**src/rtl/cap_pkg.sv**
```systemverilog
package cap_pkg;

    typedef enum logic [1:0] {
        EDGE_OFF  = 2'b00,
        EDGE_RISE = 2'b01,
        EDGE_FALL = 2'b10,
        EDGE_ANY  = 2'b11
    } edge_sel_e;

    typedef enum logic {
        ARM_A = 1'b0,
        ARM_B = 1'b1
    } ilk_state_e;

    typedef enum logic {
        TAG_A = 1'b0,
        TAG_B = 1'b1
    } cap_tag_e;

    function automatic logic edge_match(input logic [1:0] sel,
                                        input logic rise,
                                        input logic fall);
        return (sel[0] & rise) | (sel[1] & fall);
    endfunction

endpackage

```
**src/rtl/cap_edge_sync.sv**
```systemverilog
module cap_edge_sync #(
    parameter int STAGES = 2
) (
    input  logic clk,
    input  logic rst_n,
    input  logic din,
    output logic rise,
    output logic fall
);
    localparam int TOP = STAGES - 1;

    logic [STAGES-1:0] sync_q;
    logic              prev_q;

    always_ff @(posedge clk) begin
        if (!rst_n) begin
            sync_q <= '0;
            prev_q <= 1'b0;
        end else begin
            sync_q <= {sync_q[STAGES-2:0], din};
            prev_q <= sync_q[TOP];
        end
    end

    assign rise = sync_q[TOP] & ~prev_q;
    assign fall = ~sync_q[TOP] & prev_q;

endmodule

```
**src/rtl/cap_interlock.sv**
```systemverilog
module cap_interlock
    import cap_pkg::*;
(
    input  logic clk,
    input  logic rst_n,
    input  logic trig,
    input  logic ev_a,
    input  logic ev_b,
    output logic ld_a,
    output logic ld_b
);
    ilk_state_e state_q, state_d;

    // State register
    always_ff @(posedge clk) begin
        if (!rst_n) state_q <= ARM_A;
        else        state_q <= state_d;
    end

    // Next state: TRIGGER overrides LOAD_A / LOAD_B
    always_comb begin
        state_d = state_q;
        if (trig) begin
            state_d = ARM_A;
        end else begin
            unique case (state_q)
                ARM_A: if (ev_a) state_d = ARM_B;
                ARM_B: if (ev_b) state_d = ARM_A;
            endcase
        end
    end

    // Outputs
    always_comb begin
        ld_a = 1'b0;
        ld_b = 1'b0;
        if (!trig) begin
            unique case (state_q)
                ARM_A: ld_a = ev_a;
                ARM_B: ld_b = ev_b;
            endcase
        end
    end

    // after an A load, A cannot load again in the next cycle
    assert_a_alternates_R6: assert property (@(posedge clk) disable iff (!rst_n)
        ld_a |=> !ld_a);

    // after a B load, B cannot load again in the next cycle
    assert_b_alternates_R7: assert property (@(posedge clk) disable iff (!rst_n)
        ld_b |=> !ld_b);

endmodule

```
**src/rtl/cap_order_q.sv**
```systemverilog
module cap_order_q
    import cap_pkg::*;
#(
    parameter int DATA_W = 16
) (
    input  logic              clk,
    input  logic              rst_n,
    input  logic              push,
    input  cap_tag_e          push_tag,
    input  logic [DATA_W-1:0] push_data,
    input  logic              del_a,
    input  logic              del_b,
    output logic              head_valid,
    output cap_tag_e          head_tag,
    output logic [DATA_W-1:0] head_data
);
    localparam int DEPTH = 2;

    logic [DEPTH-1:0] v_q, v_d, keep;
    cap_tag_e         t_q [DEPTH];
    cap_tag_e         t_d [DEPTH];
    logic [DATA_W-1:0] d_q [DEPTH];
    logic [DATA_W-1:0] d_d [DEPTH];
    logic drop_a, drop_b;

    always_comb begin
        // a reload replaces the register's older entry
        drop_a = del_a | (push & (push_tag == TAG_A));
        drop_b = del_b | (push & (push_tag == TAG_B));
        for (int i = 0; i < DEPTH; i++)
            keep[i] = v_q[i] & ~((t_q[i] == TAG_A) ? drop_a : drop_b);

        v_d = '0;
        for (int i = 0; i < DEPTH; i++) begin
            t_d[i] = TAG_A;
            d_d[i] = '0;
        end
        // compact surviving entries toward the head
        if (keep[0]) begin
            v_d[0] = 1'b1; t_d[0] = t_q[0]; d_d[0] = d_q[0];
            if (keep[1]) begin
                v_d[1] = 1'b1; t_d[1] = t_q[1]; d_d[1] = d_q[1];
            end
        end else if (keep[1]) begin
            v_d[0] = 1'b1; t_d[0] = t_q[1]; d_d[0] = d_q[1];
        end
        // append
        if (push) begin
            if (!v_d[0]) begin
                v_d[0] = 1'b1; t_d[0] = push_tag; d_d[0] = push_data;
            end else begin
                v_d[1] = 1'b1; t_d[1] = push_tag; d_d[1] = push_data;
            end
        end
    end

    always_ff @(posedge clk) begin
        if (!rst_n) begin
            v_q <= '0;
            for (int i = 0; i < DEPTH; i++) begin
                t_q[i] <= TAG_A;
                d_q[i] <= '0;
            end
        end else begin
            v_q <= v_d;
            for (int i = 0; i < DEPTH; i++) begin
                t_q[i] <= t_d[i];
                d_q[i] <= d_d[i];
            end
        end
    end

    assign head_valid = v_q[0];
    assign head_tag   = t_q[0];
    assign head_data  = d_q[0];

    // one tag per entry means a push always finds room
    assert_q_room_R11: assert property (@(posedge clk) disable iff (!rst_n)
        push |-> !(keep[0] && keep[1]));

    // a pushed value is visible at the head on the next cycle
    assert_q_push_visible_R11: assert property (@(posedge clk) disable iff (!rst_n)
        push |=> head_valid);

endmodule

```
**src/rtl/cap_timer_chan.sv**
```systemverilog
module cap_timer_chan
    import cap_pkg::*;
#(
    parameter int CNT_W       = 16,
    parameter int SYNC_STAGES = 2
) (
    input  logic             clk,
    input  logic             rst_n,
    input  logic             sw_trig,
    input  logic             sync_trig,
    input  logic             rc_trig_en,
    input  logic [CNT_W-1:0] rc_value,
    input  logic             ext_trig_en,
    input  logic             ext_src_sel,
    input  logic [1:0]       ext_edge_sel,
    input  logic [1:0]       lda_edge_sel,
    input  logic [1:0]       ldb_edge_sel,
    input  logic             pin_a,
    input  logic             pin_b,
    input  logic             rd_status,
    input  logic             rd_cap_a,
    input  logic             rd_cap_b,
    input  logic             rd_comb,
    output logic [CNT_W-1:0] count,
    output logic [CNT_W-1:0] cap_a,
    output logic [CNT_W-1:0] cap_b,
    output logic [CNT_W-1:0] comb_data,
    output logic             comb_valid,
    output logic             flg_lda,
    output logic             flg_ldb,
    output logic             flg_ovr,
    output logic             flg_cov,
    output logic             dma_req
);
    localparam int N_PINS = 2;

    logic [N_PINS-1:0] pins, rise_v, fall_v;
    logic ext_hit, rc_hit, trig, wrap;
    logic ev_a, ev_b, ld_a, ld_b;
    logic del_a, del_b, unread_a_q, unread_b_q, ovr_set;
    cap_tag_e head_tag;

    assign pins = {pin_b, pin_a};

    generate
        for (genvar g = 0; g < N_PINS; g++) begin : g_pin
            cap_edge_sync #(.STAGES(SYNC_STAGES)) u_sync (
                .clk  (clk),
                .rst_n(rst_n),
                .din  (pins[g]),
                .rise (rise_v[g]),
                .fall (fall_v[g])
            );
        end
    endgenerate

    // trigger sources
    assign ext_hit = ext_trig_en &
                     edge_match(ext_edge_sel, rise_v[ext_src_sel], fall_v[ext_src_sel]);
    assign rc_hit  = rc_trig_en & (count == rc_value);
    assign trig    = sw_trig | sync_trig | rc_hit | ext_hit;
    assign wrap    = ~trig & (count == {CNT_W{1'b1}});

    // capture edge events on pin A
    assign ev_a = edge_match(lda_edge_sel, rise_v[0], fall_v[0]);
    assign ev_b = edge_match(ldb_edge_sel, rise_v[0], fall_v[0]);

    cap_interlock u_ilk (
        .clk  (clk),
        .rst_n(rst_n),
        .trig (trig),
        .ev_a (ev_a),
        .ev_b (ev_b),
        .ld_a (ld_a),
        .ld_b (ld_b)
    );

    // read bookkeeping
    assign del_a = rd_cap_a | (rd_comb & comb_valid & (head_tag == TAG_A));
    assign del_b = rd_cap_b | (rd_comb & comb_valid & (head_tag == TAG_B));
    assign ovr_set = (ld_a & unread_a_q & ~del_a) | (ld_b & unread_b_q & ~del_b);

    cap_order_q #(.DATA_W(CNT_W)) u_q (
        .clk       (clk),
        .rst_n     (rst_n),
        .push      (ld_a | ld_b),
        .push_tag  (ld_b ? TAG_B : TAG_A),
        .push_data (count),
        .del_a     (del_a),
        .del_b     (del_b),
        .head_valid(comb_valid),
        .head_tag  (head_tag),
        .head_data (comb_data)
    );

    always_ff @(posedge clk) begin
        if (!rst_n) begin
            count      <= '0;
            cap_a      <= '0;
            cap_b      <= '0;
            unread_a_q <= 1'b0;
            unread_b_q <= 1'b0;
            flg_lda    <= 1'b0;
            flg_ldb    <= 1'b0;
            flg_ovr    <= 1'b0;
            flg_cov    <= 1'b0;
            dma_req    <= 1'b0;
        end else begin
            count      <= trig ? '0 : count + 1'b1;
            if (ld_a) cap_a <= count;
            if (ld_b) cap_b <= count;
            unread_a_q <= ld_a | (unread_a_q & ~del_a);
            unread_b_q <= ld_b | (unread_b_q & ~del_b);
            flg_lda    <= ld_a    | (flg_lda & ~rd_status);
            flg_ldb    <= ld_b    | (flg_ldb & ~rd_status);
            flg_ovr    <= ovr_set | (flg_ovr & ~rd_status);
            flg_cov    <= wrap    | (flg_cov & ~rd_status);
            dma_req    <= ld_a | ld_b;
        end
    end

    // any trigger zeroes the counter on the next edge
    assert_trig_zero_R2: assert property (@(posedge clk) disable iff (!rst_n)
        trig |=> (count == '0));

    // wrap from all ones to zero sets the overflow flag
    assert_wrap_cov_R1: assert property (@(posedge clk) disable iff (!rst_n)
        (count == {CNT_W{1'b1}} && !trig) |=> (count == '0 && flg_cov));

    // each load is followed by a DMA request
    assert_dma_follows_load_R12: assert property (@(posedge clk) disable iff (!rst_n)
        (ld_a || ld_b) |=> dma_req);

    // the overrun flag only rises after a load
    assert_ovr_cause_R9: assert property (@(posedge clk) disable iff (!rst_n)
        $rose(flg_ovr) |-> $past(ld_a || ld_b));

    // no load in a cycle carrying a trigger
    assert_trig_blocks_load_R8: assert property (@(posedge clk) disable iff (!rst_n)
        trig |-> !(ld_a || ld_b));

endmodule

```
**config.mk**
```make
export PLATFORM = sky130hd
export DESIGN_NAME = cap_timer_chan
export DESIGN_NICKNAME = d
export VERILOG_FILES = /design/src/rtl/cap_pkg.sv /design/src/rtl/cap_edge_sync.sv /design/src/rtl/cap_interlock.sv /design/src/rtl/cap_order_q.sv /design/src/rtl/cap_timer_chan.sv
export SDC_FILE = /design/constraint.sdc
export NUM_CORES = 1
export LEC_CHECK = 0
export BUFFER_PORTS_ARGS = -buffer_cell sky130_fd_sc_hd__buf_2
export CAP_MARGIN = 20
export CORE_MARGIN = 8
export CORE_UTILIZATION = 50
export CTS_BUF_LIST = sky130_fd_sc_hd__clkbuf_8
export DETAILED_ROUTE_END_ITERATION = 8
export GPL_TIMING_DRIVEN = 0
export PLACE_DENSITY = 0.75
export SETUP_SLACK_MARGIN = 0.15
export SLEW_MARGIN = 20
export SYNTH_ARGS = -nofsm -noshare
export SYNTH_HDL_FRONTEND = slang
export SYNTH_SLANG_ARGS = --single-unit
```
**constraint.sdc**
```tcl
create_clock -name clk -period 3.85 [get_ports clk]
set_input_delay 0.77 -clock clk [delete_from_list [all_inputs] [get_ports clk]]
set_output_delay 0.77 -clock clk [all_outputs]
set_load 0.005 [all_outputs]
```
Word-level counts from Yosys, hierarchy flattened:

Memory sizes are Yosys's and may differ from the RTL's.
Index checks and enable logic that the tools add are counted.

* $add $sub $neg: 1
* multiply operators: 0
* divide/modulo/power cells: 0
* $lt $le $gt $ge: 1
* equality and inequality tests: 2
* shifts and indexed selects: 0
* multiplexer cells: 37
* bitwise operators: 66
* reductions and logical operators: 1

Operators by type and width (count)
* $mux W16: 7
* $mux W32: 1
* $and A1 B1 Y1: 30
* $mux W1: 26
* $or A1 B1 Y1: 22
* $add A16 B1 Y16 const B: 1
* $eq A16 B16 Y1: 1
* $eq A16 B16 Y1 const B: 1
* $not A1 Y1: 14
* $mux W2: 2
* $lt A1 B2 Y1 const B: 1
* $pmux W1 S2: 1
* $reduce_or A2 Y1: 1

* register bits: 64
* bits in latches: 0
* RAM bits: 34
* bits in read-only memories: 0
* bits of input ports: 35
* output and inout bits: 70
* logic and storage cells: 126
* memories: 2

Memory list
* u_q.d_q: words 2, width 16, read ports 2, clocked after Yosys merged registers in 0, wr ports 2, RTL line cap_order_q.sv:22 `logic [DATA_W-1:0] d_q [DEPTH];`
* u_q.t_q: words 2, width 1, read ports 2, clocked after Yosys merged registers in 0, wr ports 2, RTL line cap_order_q.sv:20 `cap_tag_e t_q [DEPTH];`

Logic depth before layout (Yosys ltp):

Gate-level depths: netlist of run 1.

* depth after elaboration: 21
* depth in mapped cells: 11
* depth with buffers taken out: 8

By module:

Synthesis of run 1 repeated with hierarchy kept, for this count alone.

* cell total of the unflattened synthesis: 476
* area, all modules: 4321.6 um^2

Modules (own cells, without submodules)
* cap_timer_chan: instances 1, cells each 240, area an instance 2392.3 um^2, sequential area each 1101.1 um^2
* cap_order_q: instances 1, cells each 214, area an instance 1695.4 um^2, sequential area each 720.7 um^2
* cap_edge_sync: instances 2, cells each 8, area an instance 91.3 um^2, sequential area each 60.1 um^2
* cap_interlock: instances 1, cells each 6, area an instance 51.3 um^2, sequential area each 20.0 um^2

Worst setup path before layout of run 1:

Ideal clock, no wire load.

* kind: in2reg
* from: input port ext_src_sel
* to: memory u_q.d_q[0][10]
* setup time: 0.074 ns
* arrival: 2.605 ns
* required time: 3.776 ns
* slack: 1.171 ns
* stages on the path: 10
* path buffers: 2
* cell sequence: and3b_1 > o21ai_1 > nand2_1 > a211o_1 > nor2_4 > o22ai_4 > or3_1 > buf_2 > buf_4 > a31oi_1

RTL lines
* start: declaration: RTL line cap_timer_chan.sv:14 `input logic ext_src_sel,`
* end: declaration: RTL line cap_order_q.sv:22

==> results.yml, run 1 <==
run_status:
  status: "completed"
logic_synthesis:
  syn-num-nets: 518
  synth_cell_types: 44
  synth_cells: 482
  syn_avg_cell_area_um2: 9.38
  synth_seq_cells: 98
  synth_area_um2: 4520
  seq_area_frac_synth_pct: 43.4
  yosys_warnings: 0
placed_design:
  port_buffers: 103
  place.gp.congestion: 0.884
  pre_cts_ws_ps: 482
  dpl.hpwl_um: 9400
grt:
  antenna_found_initial: 0
  grt-ovfl-total: 0
  grt_pass1_vias: 4126
  grt_max_degree: 18
  grt_usage_pct: 19.6
  grt_pass1_wl_um: 20200
detailed_routing:
  via_per_inst: 5.68
  antenna_left: 0
  wl_um: 12500
  avgRoutedWirePerCell_um: 17.6
  firstDrtPassIters: 5
  vias: 4019
  drtIter0Drc: 188
  drc: 0
clocking:
  cts_resized: 0
  root_buffer: "clkbuf_8"
  postCtsSetupBuffers: 0
  htree_levels: 3
  cts_hold_buf: 0
  clkTransAtPathRegs_ps: 100
  cts_max_path_buffers: 2
  clock_latency_ps: 370
  numCtsBuffers: 9
  cts_num_sinks: 98
  cts_tree: "yes"
setup_path:
  required_ps: 4090
  critical_path.endpoint_type: "flip-flop"
  cp-start-kind: "flip-flop"
  cp_max_fo: 10
  crit_arrival_ps: 3330
  critPathKind: "flip-flop to flip-flop"
floorplanning:
  die_h_um: 111
  fp.dieW_um: 111
  core_um2: 8760
  ios: 105
  die_area_um2: 12300
  rows: 34
  initial_core_util_pct: 51.6
sta:
  setup_violations: 0
  worstMarginPinSlew_ps: 670
  finalMaxSlewViolations: 0
  layout_setup_ws_ps: 760
  finalClockSkew_ps: 15.7
  rsz0062_at_grt: "false"
  hold_violations: 0
  finalCritPeriodShare_pct: 80.3
  fin_tns_setup_ps: 0
  fmax_mhz: 324
  finalCriticalPeriod_ps: 3090
  relSlewSlack_pct: 55.4
hold_path:
  worst_hold_path_type: "flip-flop to flip-flop"
power:
  p_total_mw: 1.73
  leakagePower_nw: 2.15
  p_per_area_nw_per_um2: 323
  peakVddDrop_mv: 0.167
flow_run:
  cap_violations: 0
final_layout:
  area_delta_synth_final_pct: 18.3
  antenna_cells: 0
  layout_common_cells: "131 x buf_2, 98 x dfxtp_1, 40 x nor2b_1"
  drive_gt1_share_pct: 29.0
  nNetsFinal: 632
  final_common_cell: "buf_2"
==> worst paths after layout <==
kind	from	end	slack [ps]	cells after the start
worst max-delay path	count[1]	u_q.d_q[0][13]	760	10
worst min-delay path	g_pin[1].u_sync.sync_q[0]	g_pin[1].u_sync.sync_q[1]	440	1
worst max register to register	count[1]	u_q.d_q[0][13]	760	10
worst min register to register	g_pin[1].u_sync.sync_q[0]	g_pin[1].u_sync.sync_q[1]	440	1
==> Yosys cell counts, drive strengths merged <==
master | number | area (µm²)
and3b | 2 | 17.5
inv | 2 | 7.51
buf | 49 | 309
a22o | 1 | 8.76
o31ai | 1 | 12.5
nor2b | 40 | 250
a22oi | 1 | 7.51
clkbuf | 18 | 67.6
o211ai | 16 | 120
o21ai | 5 | 25.0
nor3b | 2 | 15.0
o311ai | 1 | 16.3
mux2i | 32 | 320
a211o | 1 | 8.76
o22a | 1 | 8.76
and3 | 6 | 37.5
and2 | 8 | 50.1
o31a | 1 | 8.76
dfxtp | 98 | 1960
nor4 | 3 | 18.8
nor2 | 22 | 100
nand3b | 1 | 7.51
a21oi | 6 | 30.0
o22ai | 3 | 46.3
xor2 | 21 | 184
or3 | 1 | 6.26
nand2 | 26 | 97.6
nand2b | 1 | 6.26
nor3 | 2 | 10.0
nand4 | 21 | 131
xnor2 | 9 | 78.8
a21boi | 20 | 150
nand3 | 24 | 120
ha | 1 | 12.5
o21a | 3 | 22.5
a31oi | 17 | 106
o41ai | 16 | 140
==> kinds of logic after synthesis <==
logic type	after synthesis	synth area share, %
AOI/OAI and AO/OA	93	15.7
xor gates and xnor gates	30	5.81
adders and majority gates	1	0.277
buffers and inverters	69	8.49
DFF	98	43.4
muxes	32	7.08
and+or+nand+nor	159	19.2
==> layer usage <==
metal	part of all wire, %	global-route usage (%)
met1	42	22.8
met2	49	33.1
met4	2.5	8.36
met3	6.2	5.30
met5	0	0
==> flip-flops by register name, summed over array words and instances (netlist names) <==
signal and flops:
cap_a 16, cap_b 16, count 16, dma_req 1, flg_cov 1, flg_lda 1
flg_ldb 1, flg_ovr 1, g_pin.u_sync.prev_q 2, g_pin.u_sync.sync_q 4, u_ilk.state_q 1, u_q.d_q 32
u_q.t_q 2, u_q.v_q 2, unread_a_q 1, unread_b_q 1
==> report_power, final <==
| part | switching, mW | internal, mW | leakage [nW] |
|---|---|---|---|
| Sequential | 0.00333 | 1.02 | 0.790 |
| Combinational | 0.0488 | 0.0426 | 1.28 |
| Clock | 0.376 | 0.239 | 0.0798 |
==> area by class of cell <==
class / count / area (µm²)
Fill cell: 801 / 3420
Multi-Input combinational cell: 315 / 2180
Sequential cell: 98 / 1960
Timing Repair Buffer: 103 / 515
Buffer: 67 / 377
Tap cell: 108 / 135
Clock buffer: 9 / 124
Clock inverter: 6 / 51.3
Inverter: 2 / 7.51
==> worst max-delay path: stages, from the launching register on <==
cell,delay [ps]
dfxtp_1,610
xor2_1,130
nor4_1,530
nand2_1,220
o31ai_2,420
nor2_4,130
o22a_1,230
buf_2,170
clkbuf_1,260
nand3_1,160
a31oi_1,80
==> through the flow <==
step	area [µm²]	hold slack, ps	cells	util [%]
floorplan	4520	412	482	-
global placement	5170	415	693	59.0
detailed placement	5170	425	693	59.0
CTS	5350	449	708	61.0
global route	5350	464	708	61.0
finish	5350	444	708	61.0
Note: power is estimated with default switching activity, not from simulation.
==> inputs of run 2 (changes only) <==
PLACE_DENSITY = 0.78   (was 0.75)
clock period = 2.8 ns   (was 3.85 ns; I/O delays follow)
==> run 2 against run 1 <==
  * Cell count is 1.8% higher
  * Non-clock buffer count is 12 higher
  * Combinational power is 50% higher
  * Via count is 0.37% higher
  * Core utilization is 3.4 points higher
  * Flip-flop and latch count stayed put
  * Clock skew is 2.5 ps lower
  * Final area is 5.6% higher
==> results.yml, run 2 (synthesis results as in run 1) <==
setup_path:
  cp-start-kind: "flip-flop"
  cp_slowest_cell: "dfxtp_2"
  r2r_setup_slack_ps: 200
  rr_worst_depth: 12
  cp_max_fo: 9
  required_ps: 3050
  critical_path.endpoint_type: "flip-flop"
  crit_chain: "buf_6 > xor2_1 > nor4_1 > nand4_1 > buf_6 > o31ai_4 > nor2_4 > o22ai_4 > or3_4 > buf_6 > clkbuf_16 > a31oi_1"
  r2r-end: "u_q.d_q[0][9]"
  critPathMaxStageDelay_ps: 340
  crit_arrival_ps: 2840
  rr_startpoint: "count[7]"
  critPathKind: "flip-flop to flip-flop"
  crit_top_cell: "buf_6"
clocking:
  numCtsBuffers: 9
  cts_num_sinks: 98
  htree_levels: 3
  clkTransAtPathRegs_ps: 110
  clock_latency_ps: 380
  cts_tree: "yes"
  cts_max_path_buffers: 2
  root_buffer: "clkbuf_8"
floorplanning:
  die_area_um2: 12300
  initial_core_util_pct: 51.6
  fp.dieW_um: 111
  ios: 105
  core_um2: 8760
  die_h_um: 111
  rows: 34
sta:
  finalClockSkew_ps: 13.2
  fmax_mhz: 385
  finalMaxSlewViolations: 0
  relSlewSlack_pct: 55.7
  rsz0062_at_grt: "true"
  worstMarginPinSlew_ps: 665
  setup_violations: 0
  holdWs_ps: 385
  finalCritPeriodShare_pct: 92.8
  finalCriticalPeriod_ps: 2600
  hold_violations: 0
detailed_routing:
  via_per_inst: 5.60
  vias: 4034
  antenna_left: 0
  avgRoutedWirePerCell_um: 17.5
  firstDrtPassIters: 7
  drc: 0
  drtIter0Drc: 212
  wl_um: 12600
final_layout:
  fin_util_pct: 64.4
  drive_gt1_share_pct: 32.8
  fillerInstances: 717
  area_delta_synth_final_pct: 24.8
  layout_common_cells: "116 x buf_2, 93 x dfxtp_1, 40 x nor2b_1"
  top_register: "u_q.d_q"
  final_common_cell: "buf_2"
  largest_reg_flops: 32
  nNetsFinal: 644
  antenna_cells: 0
power:
  pwr-share-clk_pct: 39.3
  leakagePower_nw: 2.29
  p_per_area_nw_per_um2: 450
  power_frac_seq_pct: 55.3
  p_sw_mw: 0.634
  peakVddDrop_mv: 0.331
  combPwrFrac_pct: 5.4
  p_int_mw: 1.91
  swShare_pct: 24.9
hold_path:
  min_path_cells: 2
  holdPathEnd: "g_pin[1].u_sync.sync_q[0]"
  worst_hold_path_type: "primary input to flip-flop"
  min_from: "pin_b"
placed_design:
  place.gp.congestion: 0.895
  port_buffers: 103
  dpl.hpwl_um: 9170
grt:
  grt_pass1_vias: 4034
  grt-ovfl-total: 0
  grt_max_degree: 20
  grt_usage_pct: 19.7
  grt_pass1_wl_um: 20300
  antenna_found_initial: 0
flow_run:
  cap_violations: 0
run_status:
  status: "completed"
==> run 2: changes by cell type in the layout (fill, tap and decap cells not counted), moves of 3 or more <==
| cell | before | now |
|---|---|---|
| buf_2 | 131 | 116 |
| buf_4 | 18 | 33 |
| buf_6 | 3 | 9 |
| dfxtp_1 | 98 | 93 |
| dfxtp_2 | 0 | 5 |
| clkbuf_1 | 18 | 14 |
| clkbuf_4 | 0 | 4 |
| clkbuf_2 | 0 | 3 |
| clkinvlp_4 | 3 | 0 |
==> run 2: per-layer routing <==
layer	global-route usage, %	part of all wire, %	wire (µm)	vias up
met5	0	0	0	-
met4	8.71	2.6	325	0
met3	4.82	6.6	838	26
met2	32.4	48	6060	157
met1	23.8	43	5390	1905
li1	-	-	-	1946
==> run 2: cell type report <==
type / instances / area, µm² / share of cell area, %
Buffer: 67 / 455 / 8.07
Clock buffer: 9 / 124 / 2.19
Clock inverter: 7 / 95.1 / 1.68
Inverter: 2 / 7.51 / 0.133
Multi-Input combinational cell: 315 / 2230 / 39.6
Sequential cell: 98 / 1970 / 34.9
Tap cell: 108 / 135 / 2.39
Timing Repair Buffer: 115 / 627 / 11.1
==> run 2: through the flow <==
| step | TNS [ps] | worst slack (ps) | cells | cell area, µm² | power [mW] |
|---|---|---|---|---|---|
| 2_1_floorplan | 0 | 331 | 482 | 4520 | 1.51 |
| 3_3_place_gp | -7770 | -308 | 693 | 5170 | 1.56 |
| 3_5_place_dp | -13390 | -437 | 693 | 5170 | 1.56 |
| 4_1_cts | 0 | 157 | 710 | 5450 | 2.54 |
| 5_1_grt | 0 | 109 | 721 | 5650 | 2.62 |
| 6_report | 0 | 201 | 721 | 5650 | 2.54 |
==> run 2: worst max path at each step <==
stage | start | depth (start not counted) | end
floorplan | ext_src_sel | 10 | u_q.d_q[0][10]
finish | count[7] | 12 | u_q.d_q[0][9]
CTS | count[9] | 11 | u_q.d_q[0][14]
global placement | rc_value[0] | 11 | u_q.d_q[0][12]
detailed placement | rc_value[0] | 11 | u_q.d_q[0][7]
global route | count[7] | 12 | u_q.d_q[0][9]
==> run 2: timing repair <==
action	CTS	global route
setup endpoints to repair	82	52
gates cloned	0	1
hold buffers	0	0
gates resized for setup	10	49
pin swaps	5	14
buffers inserted	1	10
==> run 2: power by group through the flow <==
stage | clock, mW | sequential, mW | combinational (mW)
4_1_cts | 1.01 | 1.40 | 0.129
3_3_place_gp | 0 | 1.44 | 0.121
2_1_floorplan | 0 | 1.44 | 0.0728
6_report | 0.998 | 1.41 | 0.137
3_5_place_dp | 0 | 1.44 | 0.124
5_1_grt | 1.07 | 1.41 | 0.148
==> run 2: worst max-delay path: cells and delay by family, from the launching register on <==
kind                   cells  cell delay, ps
AO/OA/AOI/OAI              3             630
flip-flops                 1             340
buffers and inverters      4             590
AND/OR/NAND/NOR            4             720
XOR/XNOR                   1             170
==> inputs of run 3 (changes only) <==
BUFFER_PORTS_ARGS = -buffer_cell sky130_fd_sc_hd__clkbuf_2   (was -buffer_cell sky130_fd_sc_hd__buf_2)
CORE_MARGIN = 5   (was 8)
==> run 3 against run 2 <==
  * First-iteration DRC count increased by 42%
  * Sequential power about the same
  * Via count increased by 3.0%
  * Final area increased by 2.3%
  * Combinational power about the same
  * Largest cell class unchanged
  * Clock power decreased by 13%
  * Largest power group unchanged
  * Highest routed layer unchanged
  * Critical endpoint is now u_q.d_q[0][14]
==> results.yml, run 3 (synthesis results as in run 1) <==
setup_path:
  cp-start-kind: "flip-flop"
  required_ps: 3040
  critPathMaxStageDelay_ps: 390
  critPathKind: "flip-flop to flip-flop"
  critical_path.endpoint_type: "flip-flop"
  cp_slowest_cell: "o311ai_4"
  crit_arrival_ps: 2850
  crit_top_cell: "buf_6"
  cp_max_fo: 8
  crit_chain: "buf_4 > xor2_1 > nor4_2 > nand2_2 > o311ai_4 > nor2_4 > o22ai_4 > or3_1 > buf_6 > buf_6 > a31oi_2"
grt:
  grt-ovfl-total: 0
  grt_pass1_vias: 3979
  grt_usage_pct: 22.1
  grt_pass1_wl_um: 19900
  grt_max_degree: 19
  antenna_found_initial: 0
floorplanning:
  core_um2: 8760
  fp.dieW_um: 105
  die_h_um: 105
  die_area_um2: 11000
  rows: 34
  initial_core_util_pct: 51.6
  ios: 105
placed_design:
  pre_cts_ws_ps: -271
  dpl.hpwl_um: 8870
  place.gp.congestion: 0.883
  dp.cells: 693
  port_buffers: 103
  dpl_cell_area_um2: 5170
sta:
  layout_setup_ws_ps: 183
  finalClockSkew_ps: 13.6
  hold_violations: 0
  fmax_mhz: 382
  finalMaxSlewViolations: 0
  finalCritPeriodShare_pct: 93.4
  setup_violations: 0
  relSlewSlack_pct: 63.6
  worstMarginPinSlew_ps: 546
  rsz0062_at_grt: "true"
  finalCriticalPeriod_ps: 2620
final_layout:
  area_delta_synth_final_pct: 27.7
  antenna_cells: 0
  top_register: "u_q.d_q"
  largest_reg_flops: 32
  drive_gt1_share_pct: 35.3
  instances_no_fill: 732
  fillerInstances: 696
  stdcell_area_um2: 5770
  final_common_cell: "clkbuf_2"
  layout_common_cells: "109 x clkbuf_2, 92 x dfxtp_1, 42 x buf_4"
  nNetsFinal: 655
detailed_routing:
  via_per_inst: 5.68
  vias: 4155
  drtIter0Drc: 300
  antenna_left: 0
  avgRoutedWirePerCell_um: 17.5
  wl_um: 12800
  firstDrtPassIters: 5
  drc: 0
clocking:
  clkTransAtPathRegs_ps: 100
  clock_latency_ps: 370
  cts_num_sinks: 98
  root_buffer: "clkbuf_8"
  htree_levels: 3
  numCtsBuffers: 9
  cts_hold_buf: 0
  cts_tree: "yes"
  cts_max_path_buffers: 2
power:
  p_per_area_nw_per_um2: 417
  leakagePower_nw: 2.29
  peakVddDrop_mv: 0.227
run_status:
  status: "completed"
hold_path:
  worst_hold_path_type: "primary input to flip-flop"
flow_run:
  cap_violations: 0
run 3: changes by cell type in the layout (fill, tap and decap cells not counted), sizes merged:
cell,previous run,this run
inv,6,8
bufinv,1,0
clkinvlp,0,1
clkbuf,31,134
buf,160,68
clkinv,2,0
run 3: layer usage:
metal,vias to the layer above,share of wire [%],track usage [%]
met5,-,0,0
met4,0,2.7,9.41
met3,34,6.9,4.32
met2,189,49,36.1
met1,1966,42,28.6
li1,1966,-,-
run 3: worst paths after layout:
path                                     to  cells after the start  slack [ps]                 startpoint
setup / recovery             u_q.d_q[0][14]                     11         180                   count[0]
hold / removal    g_pin[1].u_sync.sync_q[0]                      2         400                      pin_b
setup reg to reg             u_q.d_q[0][14]                     11         180                   count[0]
hold reg to reg   g_pin[1].u_sync.sync_q[1]                      1         450  g_pin[1].u_sync.sync_q[0]
run 3: worst max-delay path: cells and delay by family (launching register included):
kind	cells	cell delay, ps
and+or+nand+nor	4	820
buffers and inverters	3	440
DFF	1	330
AOI/OAI and AO/OA	3	710
xor gates and xnor gates	1	180
run 3: timing repair:
| item | CTS | global route |
|---|---|---|
| pin swaps | 7 | 29 |
| resized for setup | 9 | 82 |
| endpoints found under the setup margin | 51 | 61 |
| gates cloned | 0 | 2 |
| buffers inserted | 3 | 18 |
| endpoints found under the hold margin | 0 | 0 |
run 3: power by group:
| group | switching [mW] | leakage [nW] | internal (mW) | total (mW) |
|---|---|---|---|---|
| clock | 0.526 | 0.0944 | 0.339 | 0.865 |
| combinational | 0.0743 | 1.40 | 0.0646 | 0.139 |
| sequential | 0.00479 | 0.794 | 1.40 | 1.40 |
run 3: through the flow:
| stage | hold slack, ps | utilization [%] | power, mW | TNS, ps |
|---|---|---|---|---|
| 2_1_floorplan | 412 | - | 1.51 | 0 |
| 3_3_place_gp | 415 | 59.0 | 1.56 | -5840 |
| 3_5_place_dp | 424 | 59.0 | 1.56 | -5780 |
| 4_1_cts | 383 | 61.8 | 2.42 | 0 |
| 5_1_grt | 392 | 65.9 | 2.50 | 0 |
| 6_report | 395 | 65.9 | 2.41 | 0 |
run 3: area by class of cell:
type                       instances  area (µm²)  area share (%)
buffer                            67         490            8.50
clock buffer                       9         124            2.15
clock inverter                     7        57.6           0.997
inverter                           2        7.51           0.130
multi-input combinational        315        2260            39.2
sequential                        98        1970            34.1
tap                              108         135            2.34
timing repair buffer             126         728            12.6
